`src/rtl/ec_cmd_seq.sv`:
```
module ec_cmd_seq #(
  parameter int TICK_CYCLES = 1000,
  parameter int MAX_ARGS    = 16,
  parameter int MAX_RESP    = 16,
  parameter int MAX_REPLAY  = 4,
  parameter int DRAIN_TRIES = 10,
  parameter int BASE_MS     = 20,
  parameter int MS_W        = 16,
  parameter logic [7:0] CMD_PORT  = 8'h6C,
  parameter logic [7:0] DATA_PORT = 8'h68,
  localparam int AW = $clog2(MAX_ARGS + 1),
  localparam int RW = $clog2(MAX_RESP + 1)
) (
  input  logic                  clk,
  input  logic                  rst_n,
  input  logic                  start,
  input  logic [7:0]            cmd_byte,
  input  logic [AW-1:0]         arg_count,
  input  logic [8*MAX_ARGS-1:0] arg_bytes,
  input  logic [RW-1:0]         resp_count,
  input  logic [MS_W-1:0]       timeout_ms,
  output logic                  bus_req,
  output logic [7:0]            bus_addr,
  output logic                  bus_we,
  output logic [7:0]            bus_wdata,
  input  logic                  bus_ack,
  input  logic [7:0]            bus_rdata,
  output logic                  busy,
  output logic                  done,
  output logic                  error,
  output logic                  slow_warn,
  output logic [8*MAX_RESP-1:0] resp_bytes,
  output logic [RW-1:0]         resp_valid_cnt
);
  localparam int TW = (TICK_CYCLES > 1) ? $clog2(TICK_CYCLES) : 1;
  localparam int PW = $clog2(MAX_REPLAY + 2);
  localparam int DW = $clog2(DRAIN_TRIES + 1);

  typedef enum logic [3:0] {
    S_IDLE, S_DR_STAT, S_DR_DATA, S_POLL, S_DELAY, S_CMD, S_SEQ, S_ARG, S_RESP
  } st_t;

  st_t st, nxt_st;
  logic                  wait_obf;
  logic [7:0]            cmd_q;
  logic [8*MAX_ARGS-1:0] args_q;
  logic [AW-1:0]         argc_q, aidx;
  logic [RW-1:0]         respc_q, ridx;
  logic [MS_W-1:0]       lim_q, timeo;
  logic [TW-1:0]         dly;
  logic [DW-1:0]         drain_n;
  logic [PW-1:0]         replays;

  wire poll_ok = wait_obf ? bus_rdata[0] : !bus_rdata[1];
  wire [MS_W-1:0] elapsed = lim_q - timeo;

  assign busy           = (st != S_IDLE);
  assign resp_valid_cnt = ridx;
  assign bus_req  = (st == S_DR_STAT) || (st == S_DR_DATA) || (st == S_POLL) ||
                    (st == S_CMD) || (st == S_ARG) || (st == S_RESP);
  assign bus_addr = (st == S_DR_DATA || st == S_ARG || st == S_RESP) ? DATA_PORT : CMD_PORT;
  assign bus_we   = (st == S_CMD) || (st == S_ARG);
  assign bus_wdata = (st == S_CMD) ? cmd_q :
                     (st == S_ARG) ? args_q[aidx*8 +: 8] : 8'h00;

  always_ff @(posedge clk) begin
    if (!rst_n) begin
      st <= S_IDLE; nxt_st <= S_IDLE; wait_obf <= 1'b0;
      cmd_q <= '0; args_q <= '0; argc_q <= '0; respc_q <= '0; lim_q <= '0;
      timeo <= '0; dly <= '0; aidx <= '0; ridx <= '0; drain_n <= '0; replays <= '0;
      resp_bytes <= '0; done <= 1'b0; error <= 1'b0; slow_warn <= 1'b0;
    end else begin
      done <= 1'b0; error <= 1'b0; slow_warn <= 1'b0;
      case (st)
        S_IDLE: if (start) begin
          cmd_q   <= cmd_byte;
          args_q  <= arg_bytes;
          argc_q  <= (arg_count > AW'(MAX_ARGS)) ? AW'(MAX_ARGS) : arg_count;
          respc_q <= (resp_count > RW'(MAX_RESP)) ? RW'(MAX_RESP) : resp_count;
          lim_q   <= timeout_ms;
          aidx <= '0; ridx <= '0; drain_n <= '0; replays <= '0;
          st <= S_DR_STAT;
        end
        S_DR_STAT: if (bus_ack) begin
          if (bus_rdata[0]) begin
            if (drain_n == DW'(DRAIN_TRIES)) begin error <= 1'b1; st <= S_IDLE; end
            else st <= S_DR_DATA;
          end else begin
            wait_obf <= 1'b0; nxt_st <= S_CMD; timeo <= lim_q; st <= S_POLL;
          end
        end
        S_DR_DATA: if (bus_ack) begin
          drain_n <= drain_n + 1'b1; st <= S_DR_STAT;
        end
        S_POLL: if (bus_ack) begin
          if (poll_ok) begin
            if (lim_q > MS_W'(BASE_MS) && elapsed > MS_W'(BASE_MS)) slow_warn <= 1'b1;
            st <= nxt_st;
          end else if (timeo == '0) begin
            if (wait_obf && replays != PW'(MAX_REPLAY)) begin
              replays <= replays + 1'b1; aidx <= '0; ridx <= '0; st <= S_CMD;
            end else begin
              error <= 1'b1; st <= S_IDLE;
            end
          end else begin
            dly <= '0; st <= S_DELAY;
          end
        end
        S_DELAY: if (dly == TW'(TICK_CYCLES - 1)) begin
          timeo <= timeo - 1'b1; st <= S_POLL;
        end else dly <= dly + 1'b1;
        S_CMD: if (bus_ack) begin
          wait_obf <= 1'b0; nxt_st <= S_SEQ; timeo <= lim_q; st <= S_POLL;
        end
        S_SEQ: begin
          if (aidx < argc_q) begin
            wait_obf <= 1'b0; nxt_st <= S_ARG; timeo <= lim_q; st <= S_POLL;
          end else if (ridx < respc_q) begin
            wait_obf <= 1'b1; nxt_st <= S_RESP; timeo <= lim_q; st <= S_POLL;
          end else begin
            done <= 1'b1; st <= S_IDLE;
          end
        end
        S_ARG: if (bus_ack) begin
          aidx <= aidx + 1'b1; st <= S_SEQ;
        end
        S_RESP: if (bus_ack) begin
          resp_bytes[ridx*8 +: 8] <= bus_rdata;
          ridx <= ridx + 1'b1; st <= S_SEQ;
        end
        default: st <= S_IDLE;
      endcase
    end
  end

  p_bus_hold_r12: assert property (@(posedge clk) disable iff (!rst_n)
    bus_req && !bus_ack |=> bus_req && $stable(bus_addr) && $stable(bus_we) && $stable(bus_wdata));
  p_port_legal_r12: assert property (@(posedge clk) disable iff (!rst_n)
    bus_req |-> (bus_addr == CMD_PORT || bus_addr == DATA_PORT));
  p_start_busy_r2: assert property (@(posedge clk) disable iff (!rst_n)
    start && !busy |=> busy);
  p_drain_bound_r3: assert property (@(posedge clk) disable iff (!rst_n)
    drain_n <= DW'(DRAIN_TRIES));
  p_replay_bound_r9: assert property (@(posedge clk) disable iff (!rst_n)
    replays <= PW'(MAX_REPLAY));
  p_warn_long_r10: assert property (@(posedge clk) disable iff (!rst_n)
    slow_warn |-> lim_q > MS_W'(BASE_MS));
  p_end_idle_r11: assert property (@(posedge clk) disable iff (!rst_n)
    (done || error) |-> !busy && !(done && error));
endmodule

```
`config.mk`:
```
export PLATFORM = sky130hd
export DESIGN_NAME = ec_cmd_seq
export DESIGN_NICKNAME = d
export VERILOG_FILES = /design/src/rtl/ec_cmd_seq.sv
export SDC_FILE = /design/constraint.sdc
export NUM_CORES = 1
export LEC_CHECK = 0
export BUFFER_PORTS_ARGS = -buffer_cell sky130_fd_sc_hd__buf_2
export CELL_PAD_IN_SITES_DETAIL_PLACEMENT = 0
export CELL_PAD_IN_SITES_GLOBAL_PLACEMENT = 1
export CORE_MARGIN = 5
export CORE_UTILIZATION = 44
export CTS_CLUSTER_DIAMETER = 120
export DETAILED_ROUTE_END_ITERATION = 7
export HOLD_SLACK_MARGIN = 0.08
export PLACE_DENSITY_LB_ADDON = 0.1
export SLEW_MARGIN = 15
export SYNTH_ARGS = -nofsm -noshare
export SYNTH_HDL_FRONTEND = slang
export SYNTH_SLANG_ARGS = --single-unit
```
`constraint.sdc`:
```
create_clock -name clk -period 7.3 [get_ports clk]
set_clock_uncertainty 0.15 [all_clocks]
set_input_delay 2.19 -clock clk [delete_from_list [all_inputs] [get_ports clk]]
set_output_delay 2.19 -clock clk [all_outputs]
set_load 0.05 [all_outputs]
```
==> flow_summary.json <==
{
  "postCtsHoldBufs": 0,
  "core_sq_um": 35700,
  "root_buffer": "clkbuf_16",
  "min_path_type": "flop to flop",
  "pwr-share-seq": 0.397,
  "avgRoutedWirePerCell_microns": 19.2,
  "cts_buffers": 39,
  "first_global_vias": 13700,
  "placedCellCount": 2552,
  "post-route-period-util": 0.740,
  "power_mw": 5.73,
  "finalWorstSetupSlack_ns": 1.90,
  "p_switching_mw": 1.93,
  "synthesis.area_sq_um": 15900,
  "ant_nets": 0,
  "hold_end": "resp_bytes[6]",
  "power_frac_clock": 0.338,
  "synth_edf_count": 0,
  "layoutNonFillerInstCount": 2621,
  "fp.dieArea_sq_um": 40000,
  "status": "completed",
  "power_leakage_nw": 8.22,
  "hp-start": "resp_bytes[6]",
  "pin_count": 329,
  "vias": 14000,
  "vias_per_cell": 5.35,
  "syn_area_per_cell_sq_um": 8.48,
  "syn_inst": 1875,
  "grt_max_degree": 186,
  "ir_worst_vdd_v": 0.000144,
  "grtUsageTotal": 0.243,
  "pre_cts_slack_ns": 2.41,
  "start_kind": "flop",
  "r2r_setup_slack_ns": 3.86,
  "setup_viol": 0,
  "rsz0062_at_grt": "false",
  "synth_warnings": 0,
  "hold_violations": 0,
  "cts_resized": 0,
  "internal_power_mw": 3.80,
  "cp.arrival_ns": 3.06,
  "area_delta_synth_final_pct": 19.4,
  "worstMarginPinSlew_ns": 1.21,
  "setup_tns_ns": 0,
  "synth_most_common_cell": "nand2_1",
  "synthArstFlopShare": 0,
  "powerDensity_nw_per_um2": 302,
  "rows": 69,
  "drt-total-wl_mm": 50.4,
  "fin_crit_ns": 5.40,
  "dr.pass1.iters": 5,
  "grt_overflow": 0,
  "crit_required_ns": 4.96,
  "timing.fmax_mhz": 185,
  "dp_hpwl_mm": 37.3,
  "ys_ff_latch": 345,
  "grt_pass1_wl_mm": 76.7,
  "htree_levels": 2,
  "final-max-slew-violation-count": 0,
  "yosys.area.top_type_share": 0.434,
  "numPortBuffers": 321,
  "yosysUniqueCellTypes": 81,
  "clock_sinks": 345,
  "die_w_microns": 200,
  "r2r.worst_path.cells": 5,
  "die_y_microns": 200,
  "drive_gt1_frac": 0.222,
  "p_sw_frac": 0.338,
  "power_frac_comb": 0.266,
  "synth-main-ff-cell": "dfxtp_1",
  "insertion_delay_ns": 0.53,
  "nFillCells": 3473,
  "r2r_end": "drain_n[2]",
  "max_cap_violations": 0,
  "drc": 0,
  "cts_buffer_depth": 3,
  "cts_tree": "yes",
  "r2r_start": "st[2]",
  "antenna_found_initial": 4,
  "postCtsSetupRepairBufs": 0,
  "synth.area.top_cells": "dfxtp_1 43%, nand2_1 10%, a21oi_1 7.6%, mux2i_1 6.5%, mux4_2 5.7%",
  "relSlewSlack": 0.193,
  "synth_common_cells": "424 x nand2_1, 345 x dfxtp_1, 241 x a21oi_1, 150 x nor2_1, 103 x mux2i_1",
  "yosys.area.top_type": "dfxtp_1",
  "start_util": 0.446,
  "path_max_fanout": 26,
  "gp_congestion": 0.876,
  "ys_seq_area_frac": 0.434,
  "clk_pin_slew_ns": 0.06,
  "crit_type": "flop to output pin",
  "nets": 2340,
  "min_path_cells": 2,
  "end_kind": "output pin",
  "drt_iter0_drc": 895
}
-- final cells by class --
class / instances / area (sq um) / share of cell area
clock inverters: 9 / 91.3 / 0.00481
inverters: 51 / 199 / 0.0105
flip-flops and latches: 345 / 6910 / 0.364
repair buffers: 329 / 1680 / 0.0884
well taps: 461 / 577 / 0.0304
multi-input cells: 1366 / 8340 / 0.439
diodes: 3 / 7.51 / 0.000395
clock buffers: 57 / 1180 / 0.0624
-- metal layers --
layer  up-vias  part of all wire  track usage  wire length (microns)
li1       6932                 -            -                      -
met1      6559              0.42        0.322                  21400
met2       448              0.48        0.402                  24000
met3        89             0.060       0.0393                   3000
met4         2             0.039       0.0901                   1980
met5         -           0.00014            0                      7
-- cells in the final DEF (no fill, tap or decap), types with 5 or more instances in the layout --
master     count
nor3_1        25
clkbuf_1       5
nor2b_1       13
inv_1         50
conb_1         7
mux4_2        40
o21ai_0       32
nor2_1       150
nand3b_1      11
buf_2        321
a211oi_1       5
mux2i_1      102
xor2_1        14
xnor2_1       13
clkbuf_8      12
a21oi_1      241
clkbuf_16     40
a21boi_0       5
nand3_1       45
buf_4          7
and2_1        26
nand4_1       15
a31oi_1        9
and3_1        16
or2_2          5
o22ai_1        6
dfxtp_1      343
nand2b_1      15
ha_1          33
nand2_1      424
nor2_2         8
nor4_1        15
-- kinds of logic after synthesis --
group,share of synthesized area
AO/OA/AOI/OAI,0.123
other,0.000472
adder cells (fa/ha/maj),0.0272
XOR/XNOR,0.0149
flip-flops,0.434
multiplexers,0.123
buffers and inverters,0.0437
AND/OR/NAND/NOR,0.233
-- how the worst max path moves through the flow --
stage	from	endpoint	slack, ns	cells after the start
5_1_grt	aidx[0]	bus_wdata[3]	1.74	6
2_1_floorplan	st[2]	bus_wdata[0]	2.32	5
3_5_place_dp	aidx[0]	bus_wdata[6]	2.41	6
3_3_place_gp	aidx[0]	bus_wdata[6]	2.45	6
4_1_cts	aidx[0]	bus_wdata[6]	1.85	6
6_report	aidx[0]	bus_wdata[5]	1.90	6
-- power groups by stage --
stage,logic (mW),registers (mW),clock network [mW]
after floorplan,1.18,2.20,0
after global placement,1.49,2.31,0
after detailed placement,1.51,2.31,0
after CTS,1.52,2.27,1.98
after global routing,1.69,2.29,2.06
final,1.52,2.27,1.93
-- flip-flops by register name, summed over array words and instances (netlist names), 8 cells and up --
name and flops:
args_q 128, timeo 16, lim_q 16, resp_bytes 128
dly 10, cmd_q 8
-- metrics by stage --
stage,hold slack (ns),utilization,cell area [sq um]
floorplan,0.277,-,15900
global placement,0.286,0.497,17700
detailed placement,0.291,0.497,17700
CTS,0.299,0.532,19000
global route,0.323,0.532,19000
finish,0.297,0.533,19000
-- worst max-delay path: stages (launching register included) --
cell and delay [ns]:
dfxtp_2 0.53, buf_4 0.49, mux4_2 0.58, mux4_2 0.46, inv_1 0.06, o21ai_0 0.14, buf_2 0.28
Power figures use the tool's default switching activity.
